[config.mk]
export PLATFORM = sky130hd
export DESIGN_NAME = ctr_route_irq
export DESIGN_NICKNAME = d
export VERILOG_FILES = /design/src/rtl/ctr_route_pkg.sv /design/src/rtl/ctr_sync.sv /design/src/rtl/ctr_ch_route.sv /design/src/rtl/ctr_irq_ctl.sv /design/src/rtl/ctr_route_irq.sv
export SDC_FILE = /design/constraint.sdc
export NUM_CORES = 1
export LEC_CHECK = 0
export BUFFER_PORTS_ARGS = -buffer_cell sky130_fd_sc_hd__buf_2
export CAP_MARGIN = 0
export CELL_PAD_IN_SITES_DETAIL_PLACEMENT = 1
export CELL_PAD_IN_SITES_GLOBAL_PLACEMENT = 2
export CORE_MARGIN = 2
export CORE_UTILIZATION = 33
export CTS_CLUSTER_SIZE = 8
export DETAILED_ROUTE_END_ITERATION = 8
export PLACE_DENSITY_LB_ADDON = 0.05
export REMOVE_ABC_BUFFERS = 1
export SETUP_SLACK_MARGIN = 0.5
export SLEW_MARGIN = 40
export SYNTH_ARGS = -nofsm -noshare
export SYNTH_HDL_FRONTEND = slang
export SYNTH_SLANG_ARGS = --single-unit
export TNS_END_PERCENT = 30
[constraint.sdc]
create_clock -name clk -period 1.4 [get_ports clk]
set_clock_uncertainty 0.1 [all_clocks]
set_input_delay 0.28 -clock clk [delete_from_list [all_inputs] [get_ports clk]]
set_output_delay 0.28 -clock clk [all_outputs]
set_load 0.02 [all_outputs]
[src/rtl/ctr_route_pkg.sv]
package ctr_route_pkg;

    typedef enum logic [1:0] {
        SRC_SW   = 2'd0,
        SRC_TICK = 2'd1,
        SRC_EXT  = 2'd2,
        SRC_CASC = 2'd3
    } clk_src_e;

    localparam int ADDR_W = 2;

    localparam logic [ADDR_W-1:0] A_CLKSEL = 2'd0;
    localparam logic [ADDR_W-1:0] A_GATE   = 2'd1;
    localparam logic [ADDR_W-1:0] A_STROBE = 2'd2;
    localparam logic [ADDR_W-1:0] A_IRQ    = 2'd3;

endpackage

[src/rtl/ctr_sync.sv]
module ctr_sync #(
    parameter int                 WIDTH     = 3,
    parameter int                 STAGES    = 2,
    parameter logic [WIDTH-1:0]   EDGE_MASK = '0
) (
    input  logic             clk,
    input  logic             rst_n,
    input  logic [WIDTH-1:0] din_i,
    output logic [WIDTH-1:0] out_o
);

    typedef struct packed {
        logic [STAGES-1:0][WIDTH-1:0] sync;
        logic [WIDTH-1:0]             last;
    } sync_st_t;

    sync_st_t st_d, st_q;

    always_comb begin
        st_d         = st_q;
        st_d.sync[0] = din_i;
        for (int s = 1; s < STAGES; s++) begin
            st_d.sync[s] = st_q.sync[s-1];
        end
        st_d.last    = st_q.sync[STAGES-1];
    end

    always_ff @(posedge clk or negedge rst_n) begin
        if (!rst_n) st_q <= '0;
        else        st_q <= st_d;
    end

    for (genvar i = 0; i < WIDTH; i++) begin : g_bit
        if (EDGE_MASK[i]) begin : g_edge
            assign out_o[i] = st_q.sync[STAGES-1][i] & ~st_q.last[i];

            AST_RISE_SINGLE: assert property (@(posedge clk) disable iff (!rst_n)
                out_o[i] |=> !out_o[i]);
        end else begin : g_level
            assign out_o[i] = st_q.last[i];
        end
    end

endmodule

[src/rtl/ctr_ch_route.sv]
module ctr_ch_route
    import ctr_route_pkg::*;
#(
    parameter int CH_IDX = 0
) (
    input  logic       clk,
    input  logic       rst_n,
    input  logic       sel_we_i,
    input  logic [1:0] sel_val_i,
    input  logic       gate_we_i,
    input  logic       gate_ext_val_i,
    input  logic       gate_lvl_val_i,
    input  logic       strobe_i,
    input  logic       tick_i,
    input  logic       ext_rise_i,
    input  logic       casc_rise_i,
    input  logic       ext_gate_i,
    output logic       ce_o,
    output logic       gate_o
);

    localparam bit HAS_CASC = (CH_IDX != 0);

    typedef struct packed {
        clk_src_e clk_sel;
        logic     gate_ext;
        logic     gate_lvl;
        logic     ce;
    } ch_st_t;

    ch_st_t st_d, st_q;

    always_comb begin
        st_d    = st_q;
        st_d.ce = 1'b0;
        unique case (st_q.clk_sel)
            SRC_SW:   st_d.ce = strobe_i;
            SRC_TICK: st_d.ce = tick_i;
            SRC_EXT:  st_d.ce = ext_rise_i;
            SRC_CASC: st_d.ce = HAS_CASC && casc_rise_i;
            default:  st_d.ce = 1'b0;
        endcase
        if (sel_we_i) begin
            st_d.clk_sel = clk_src_e'(sel_val_i);
        end
        if (gate_we_i) begin
            st_d.gate_ext = gate_ext_val_i;
            st_d.gate_lvl = gate_lvl_val_i;
        end
    end

    always_ff @(posedge clk or negedge rst_n) begin
        if (!rst_n) st_q <= '0;
        else        st_q <= st_d;
    end

    assign ce_o   = st_q.ce;
    assign gate_o = st_q.gate_ext ? ext_gate_i : st_q.gate_lvl;

    AST_SW_STROBE: assert property (@(posedge clk) disable iff (!rst_n)
        (st_q.clk_sel == SRC_SW && strobe_i) |=> ce_o);

    AST_TICK_PULSE: assert property (@(posedge clk) disable iff (!rst_n)
        (st_q.clk_sel == SRC_TICK && tick_i) |=> ce_o);

    AST_GATE_SW_WRITE: assert property (@(posedge clk) disable iff (!rst_n)
        (gate_we_i && !gate_ext_val_i) |=> (gate_o == $past(gate_lvl_val_i)));

    if (!HAS_CASC) begin : g_ch0
        AST_CH0_NO_CASC: assert property (@(posedge clk) disable iff (!rst_n)
            (st_q.clk_sel == SRC_CASC) |=> !ce_o);
    end

endmodule

[src/rtl/ctr_irq_ctl.sv]
module ctr_irq_ctl #(
    parameter int NUM_CH = 3
) (
    input  logic              clk,
    input  logic              rst_n,
    input  logic              irq_we_i,
    input  logic [NUM_CH-1:0] en_val_i,
    input  logic [NUM_CH-1:0] clr_val_i,
    input  logic [NUM_CH-1:0] ctr_out_i,
    output logic              irq_o,
    output logic [NUM_CH-1:0] status_o
);

    typedef struct packed {
        logic [NUM_CH-1:0] en;
        logic [NUM_CH-1:0] status;
        logic [NUM_CH-1:0] prev;
    } irq_st_t;

    irq_st_t           st_d, st_q;
    logic [NUM_CH-1:0] chg;
    logic [NUM_CH-1:0] clr;

    always_comb begin
        st_d      = st_q;
        chg       = (ctr_out_i ^ st_q.prev) & st_q.en;
        clr       = irq_we_i ? clr_val_i : '0;
        st_d.prev = ctr_out_i;
        if (irq_we_i) begin
            st_d.en = en_val_i;
        end
        st_d.status = (st_q.status & ~clr) | chg;
    end

    always_ff @(posedge clk or negedge rst_n) begin
        if (!rst_n) st_q <= '0;
        else        st_q <= st_d;
    end

    assign status_o = st_q.status;
    assign irq_o    = |(st_q.status & st_q.en);

    AST_CHANGE_SETS: assert property (@(posedge clk) disable iff (!rst_n)
        (chg != '0) |=> ((status_o & $past(chg)) == $past(chg)));

    AST_STATUS_STICKY: assert property (@(posedge clk) disable iff (!rst_n)
        !(irq_we_i && (clr_val_i != '0)) |=>
            ((status_o & $past(status_o)) == $past(status_o)));

    AST_IRQ_MASKED: assert property (@(posedge clk) disable iff (!rst_n)
        (st_q.en == '0) |-> !irq_o);

endmodule

[src/rtl/ctr_route_irq.sv]
module ctr_route_irq
    import ctr_route_pkg::*;
#(
    parameter int NUM_CH      = 3,
    parameter int SYNC_STAGES = 2
) (
    input  logic                  clk,
    input  logic                  rst_n,
    input  logic                  wr_en,
    input  logic [ADDR_W-1:0]     wr_addr,
    input  logic [2*NUM_CH-1:0]   wr_data,
    input  logic                  tick_i,
    input  logic                  ext_clk_i,
    input  logic                  ext_gate_i,
    input  logic [NUM_CH-1:0]     ctr_out_i,
    output logic [NUM_CH-1:0]     ctr_ce_o,
    output logic [NUM_CH-1:0]     ctr_gate_o,
    output logic                  irq_o,
    output logic [NUM_CH-1:0]     irq_status_o
);

    localparam int SYNC_W = 3;
    localparam int IDX_CLK  = 0;
    localparam int IDX_GATE = 1;
    localparam int IDX_CASC = 2;
    localparam logic [SYNC_W-1:0] EDGE_BITS = 3'b101;

    logic [SYNC_W-1:0] sync_in;
    logic [SYNC_W-1:0] sync_out;
    logic              we_sel, we_gate, we_strobe, we_irq;

    assign we_sel    = wr_en && (wr_addr == A_CLKSEL);
    assign we_gate   = wr_en && (wr_addr == A_GATE);
    assign we_strobe = wr_en && (wr_addr == A_STROBE);
    assign we_irq    = wr_en && (wr_addr == A_IRQ);

    assign sync_in[IDX_CLK]  = ext_clk_i;
    assign sync_in[IDX_GATE] = ext_gate_i;
    assign sync_in[IDX_CASC] = ctr_out_i[0];

    ctr_sync #(
        .WIDTH     (SYNC_W),
        .STAGES    (SYNC_STAGES),
        .EDGE_MASK (EDGE_BITS)
    ) u_sync (
        .clk   (clk),
        .rst_n (rst_n),
        .din_i (sync_in),
        .out_o (sync_out)
    );

    for (genvar c = 0; c < NUM_CH; c++) begin : g_ch
        ctr_ch_route #(
            .CH_IDX (c)
        ) u_ch (
            .clk            (clk),
            .rst_n          (rst_n),
            .sel_we_i       (we_sel),
            .sel_val_i      (wr_data[2*c +: 2]),
            .gate_we_i      (we_gate),
            .gate_ext_val_i (wr_data[c]),
            .gate_lvl_val_i (wr_data[NUM_CH+c]),
            .strobe_i       (we_strobe && wr_data[c]),
            .tick_i         (tick_i),
            .ext_rise_i     (sync_out[IDX_CLK]),
            .casc_rise_i    (sync_out[IDX_CASC]),
            .ext_gate_i     (sync_out[IDX_GATE]),
            .ce_o           (ctr_ce_o[c]),
            .gate_o         (ctr_gate_o[c])
        );
    end

    ctr_irq_ctl #(
        .NUM_CH (NUM_CH)
    ) u_irq (
        .clk       (clk),
        .rst_n     (rst_n),
        .irq_we_i  (we_irq),
        .en_val_i  (wr_data[NUM_CH-1:0]),
        .clr_val_i (wr_data[2*NUM_CH-1:NUM_CH]),
        .ctr_out_i (ctr_out_i),
        .irq_o     (irq_o),
        .status_o  (irq_status_o)
    );

endmodule

-- After elaboration in Yosys (flattened, before gate mapping)
Cells that the tools add are included.
- bits of input ports: 17
- register bits after elaboration: 33
- logic and storage cells: 59
- output and inout bits: 10
- eq/ne operators: 12
- reductions and logical operators: 12
- bitwise logic cells: 10
- multiplexer cells: 7
- operators by type and width (cell ; number):
    == test 2 bit, second input constant ; 8
    one-hot mux 1 bit (4 select lines) ; 3
    AND 3 bit ; 3
    == test 2 x 1 -> 1 bit, second input constant ; 4
    zero test 2 bit ; 4
    logical AND 1 bit ; 7
    two-way mux 1 bit ; 3
    two-way mux 3 bit ; 1
    inverter 3 bit ; 1
    bitwise OR 3 bit ; 1
    OR reduction 3 bit ; 1
    XOR 3 bit ; 1
    AND 1 bit ; 2
    inverter 1 bit ; 2

-- Logic depth before layout (Yosys ltp)
- depth after elaboration: 6
- depth in mapped cells: 4
- mapped depth without buffers: 3

-- Cells and area by module
From an unflattened synthesis, not the netlist that was laid out.
- cells, all modules: 79
- area, all modules: 1286.2 um^2
- modules (own cells, without submodules) (module ; area each (um^2) ; sequential area each (um^2) ; cells each ; instances):
    ctr_ch_route (g_ch[1].u_ch ...) ; 203.9 ; 125.1 ; 11 ; 2
    ctr_irq_ctl ; 359.1 ; 225.2 ; 26 ; 1
    ctr_sync ; 260.2 ; 225.2 ; 12 ; 1
    ctr_ch_route (g_ch[0].u_ch) ; 203.9 ; 125.1 ; 13 ; 1
    ctr_route_irq ; 55.1 ; 0.0 ; 6 ; 1

-- Worst setup path before layout
OpenSTA, ideal clock, no wires.
- path type: register to output
- start point: register u_irq.st_q[7] (netlist bit)
- end point: output irq_o
- buffers on the path: 0
- data arrival time: 836 ps
- data required time: 1020 ps
- stages on the path, launching flop included: 3
- setup slack: 184 ps
- cell sequence: dfrtp_1 > a222oi_1 > inv_1
- longest elaborated chain between the ends: 2
- ends and longest elaborated chain (item ; RTL line ; text):
    start: declaration ; ctr_irq_ctl.sv:20 ; irq_st_t st_d, st_q;
    start signal: assignment ; ctr_irq_ctl.sv:37 ; else st_q <= st_d;
    AND 3 bit ; ctr_irq_ctl.sv:41 ; assign irq_o = |(st_q.status & st_q.en);
    OR reduction 3 bit ; ctr_irq_ctl.sv:41 ;
    end: declaration ; ctr_route_irq.sv:18 ; output logic irq_o,
Every way passes these cells.

-- Worst setup path in the final report
- start point: register u_irq.st_q, in the netlist u_irq.status_o[0]
- end point: output irq_o
Same word-level chain as after synthesis.

==> summary.md <==
| Metric | Value |
|---|---|
| Status | `finished, violations left` |
| Violated checks | `hold timing, setup timing` |
| Drt total wl | `2.639 mm` |
| Die Y | `66.92 um` |
| Vias per cell | `4.784` |
| DRT Pass-1 Iters | `4` |
| Synth unique cells | `21` |
| Layout cells sized above 1 | `48.44%` |
| Peak supply drop | `0.6024 mV` |
| CTS Sinks | `32` |
| Max Slew Vio Count | `0` |
| Placed insts | `163` |
| CP max FO | `3` |
| Arrival time worst endpoint | `1.19 ns` |
| Setup WS post-layout | `-0.1662 ns` |
| CP Launch Type | `register` |
| Worst r2r src | `u_sync.st_q[0]` |
| Die footprint | `4478 sq um` |
| CP Capture Type | `output pin` |
| Worst hold path class | `in -> async` |
| Clk_lat worst skew | `0.28 ns` |
| Number of setup violations in the final report | `4` |
| CTS tree | `done` |
| Primary FF master, synth | `dfrtp_1` |
| Max Root-Sink Buffers | `2` |
| FILL cells | `411` |
| Via count | `842` |
| Antenna diodes | `0` |
| Vias in the first global route | `912` |
| Netlist Area Pre-Place | `1306 sq um` |
| Reg-to-reg slack, setup | `0.37 ns` |
| Top Ports | `27` |
| Seq/Total Area, Yosys | `61.30%` |
| Pwr/cell area | `1391 nW/um^2` |
| Final min period | `1.566 ns` |
| Port-buffer cells | `26` |
| Yosys warnings | `0` |
| Initial antenna violation count | `0` |
| Root buffer cell | `clkbuf_8` |
| Detailed placement HPWL | `1.988 mm` |
| Row cnt | `22` |
| R2R depth | `3` |
| Final hold vios | `15` |
| Overall Power | `2410 uW` |
| Leak pwr | `0.0008244 uW` |
| DRT iter0 DRCs | `43` |
| FF+latch count, synth | `32` |
| Die Width | `66.92 um` |
| First-pass GRT wire length | `4.422 mm` |
| Period utilization | `111.9%` |
| Fin Hold WS | `-0.1809 ns` |
| Clock Pin Slew Worst Setup and Hold Paths | `0.06 ns` |
| Initial Utilization | `34.89%` |
| Worst-margin pin slew | `0.4755 ns` |
| Post-synth ARST share | `100.0%` |
| Area growth, synth to finish | `32.66%` |
| Total global-route track usage | `14.26%` |
| GPL Wtd Cong | `0.6799` |
| Antenna-violating nets left | `0` |
| Final non-filler cell total | `176` |
| Required time worst endpoint | `1.02 ns` |
| Syn Area/Cell | `13.33 sq um` |
| Pin count of the biggest net entering global routing | `18` |
| Mapped Cells | `98` |
| Core Area | `3744 sq um` |
| Htree depth | `2` |
| Num CTS Buffers | `5` |
| Total global routing overflow | `0` |
| RSZ-0062 raised after global routing | `yes` |
| Crit Path Class | `reg -> out` |
| # DRC | `0` |
| Max frequency | `0.6385 GHz` |
| Worst r2r dst | `g_ch[0].u_ch.ce_o` |
| Final net count | `145` |
| Max_slew headroom | `68.26%` |
| Post-synth EDFFs | `0` |
| Max-Cap Viols | `0` |
| Drt wl/cell | `14.99 um` |
worst max-delay path: stages (launching register included):
cell and delay, ns:
dfrtp_1 0.41, a222oi_1 0.28, inv_1 0.06, buf_2 0.16
cells in the final DEF (no fill, tap or decap), drive strengths merged, types with 2 or more instances in the layout:
cell | netlist | final
xor2 | 3 | 3
a221oi | 2 | 2
nor2b | 4 | 4
and3b | 2 | 2
clkbuf | 0 | 5
dlygate4sd3 | 0 | 2
nand2 | 14 | 14
mux2i | 2 | 2
a21oi | 2 | 2
buf | 10 | 31
mux2 | 14 | 14
a22o | 3 | 3
dfrtp | 32 | 32
inv | 2 | 2
how the worst max path moves through the flow:
stage                            from              endpoint  depth (start not counted)
finish              u_irq.status_o[0]                 irq_o                          3
global route            u_irq.st_q[6]                 irq_o                          3
CTS                 u_irq.status_o[1]                 irq_o                          3
detailed placement         wr_addr[1]  g_ch[0].u_ch.st_q[3]                          3
global placement           wr_addr[1]  g_ch[1].u_ch.st_q[3]                          3
floorplan           u_irq.status_o[1]                 irq_o                          2
sequential cells by signal, indices dropped and copies added, names as in the netlist:
| signal | flops |
|---|---|
| u_sync.st_q | 2 |
| u_sync.out_o | 1 |
| u_irq.status_o | 3 |
| g_ch.u_ch.ce_o | 3 |
| u_irq.st_q | 6 |
| g_ch.u_ch.st_q | 12 |
| u_sync.st_d | 5 |
timing repair:
action                     4_1_cts  5_1_grt
resized for setup               36       10
buffers inserted                 4        0
pin swaps                       10        8
hold endpoints to repair        16       16
hold buffers                     1        1
setup endpoints to repair       27       23
final cells by class:
class	count	area, sq um	share of cell area, %
clock inverter	2	12.51	0.7220
timing repair buffer	33	282.8	16.32
sequential	32	802.0	46.28
multi-input combinational	54	499.2	28.81
clock buffer	5	68.82	3.971
tap	48	60.06	3.466
inverter	2	7.507	0.4332
through the flow:
step	util (%)	instance area, sq um	TNS (ns)	setup WS (ns)
floorplan	-	1231	0	0.09958
detailed placement	38.50	1441	0	0.006942
CTS	45.22	1693	-0.5065	-0.1862
global placement	38.50	1441	0	0.04027
global route	46.29	1733	-0.6327	-0.2421
finish	46.29	1733	-0.4316	-0.1662
power breakdown:
| group | switching [uW] | internal [uW] |
|---|---|---|
| Clock | 320 | 335 |
| Sequential | 107 | 1060 |
| Combinational | 242 | 344 |
| Total | 669 | 1740 |
layer usage:
layer	global-route usage (%)	vias up	part of all wire [%]
met2	21.50	22	49
met5	0	-	0
met4	6.888	0	1.9
li1	-	386	-
met1	18.05	428	44
met3	5.068	6	4.3
cell families (layout without fill, tap and decap cells):
family / Yosys count / count (layout) / share of synthesized area (%)
DFF: 32 / 32 / 61.30
AOI/OAI and AO/OA: 11 / 11 / 6.227
muxes: 16 / 16 / 13.60
buffers and inverters: 12 / 42 / 6.322
and+or+nand+nor: 24 / 24 / 10.54
xor gates and xnor gates: 3 / 3 / 2.012
cells in the mapped netlist (all sizes together) (2+ instances only):
cell	n	area, sq um
buf	10	75.07
a22o	3	26.28
a21oi	2	10.01
dfrtp	32	800.8
inv	2	7.510
nor2b	4	25.02
a221oi	2	17.52
xor2	3	26.28
mux2i	2	20.02
mux2	14	157.7
nand2	14	52.55
and3b	2	18.77
Note: power is estimated with default switching activity, not from simulation.
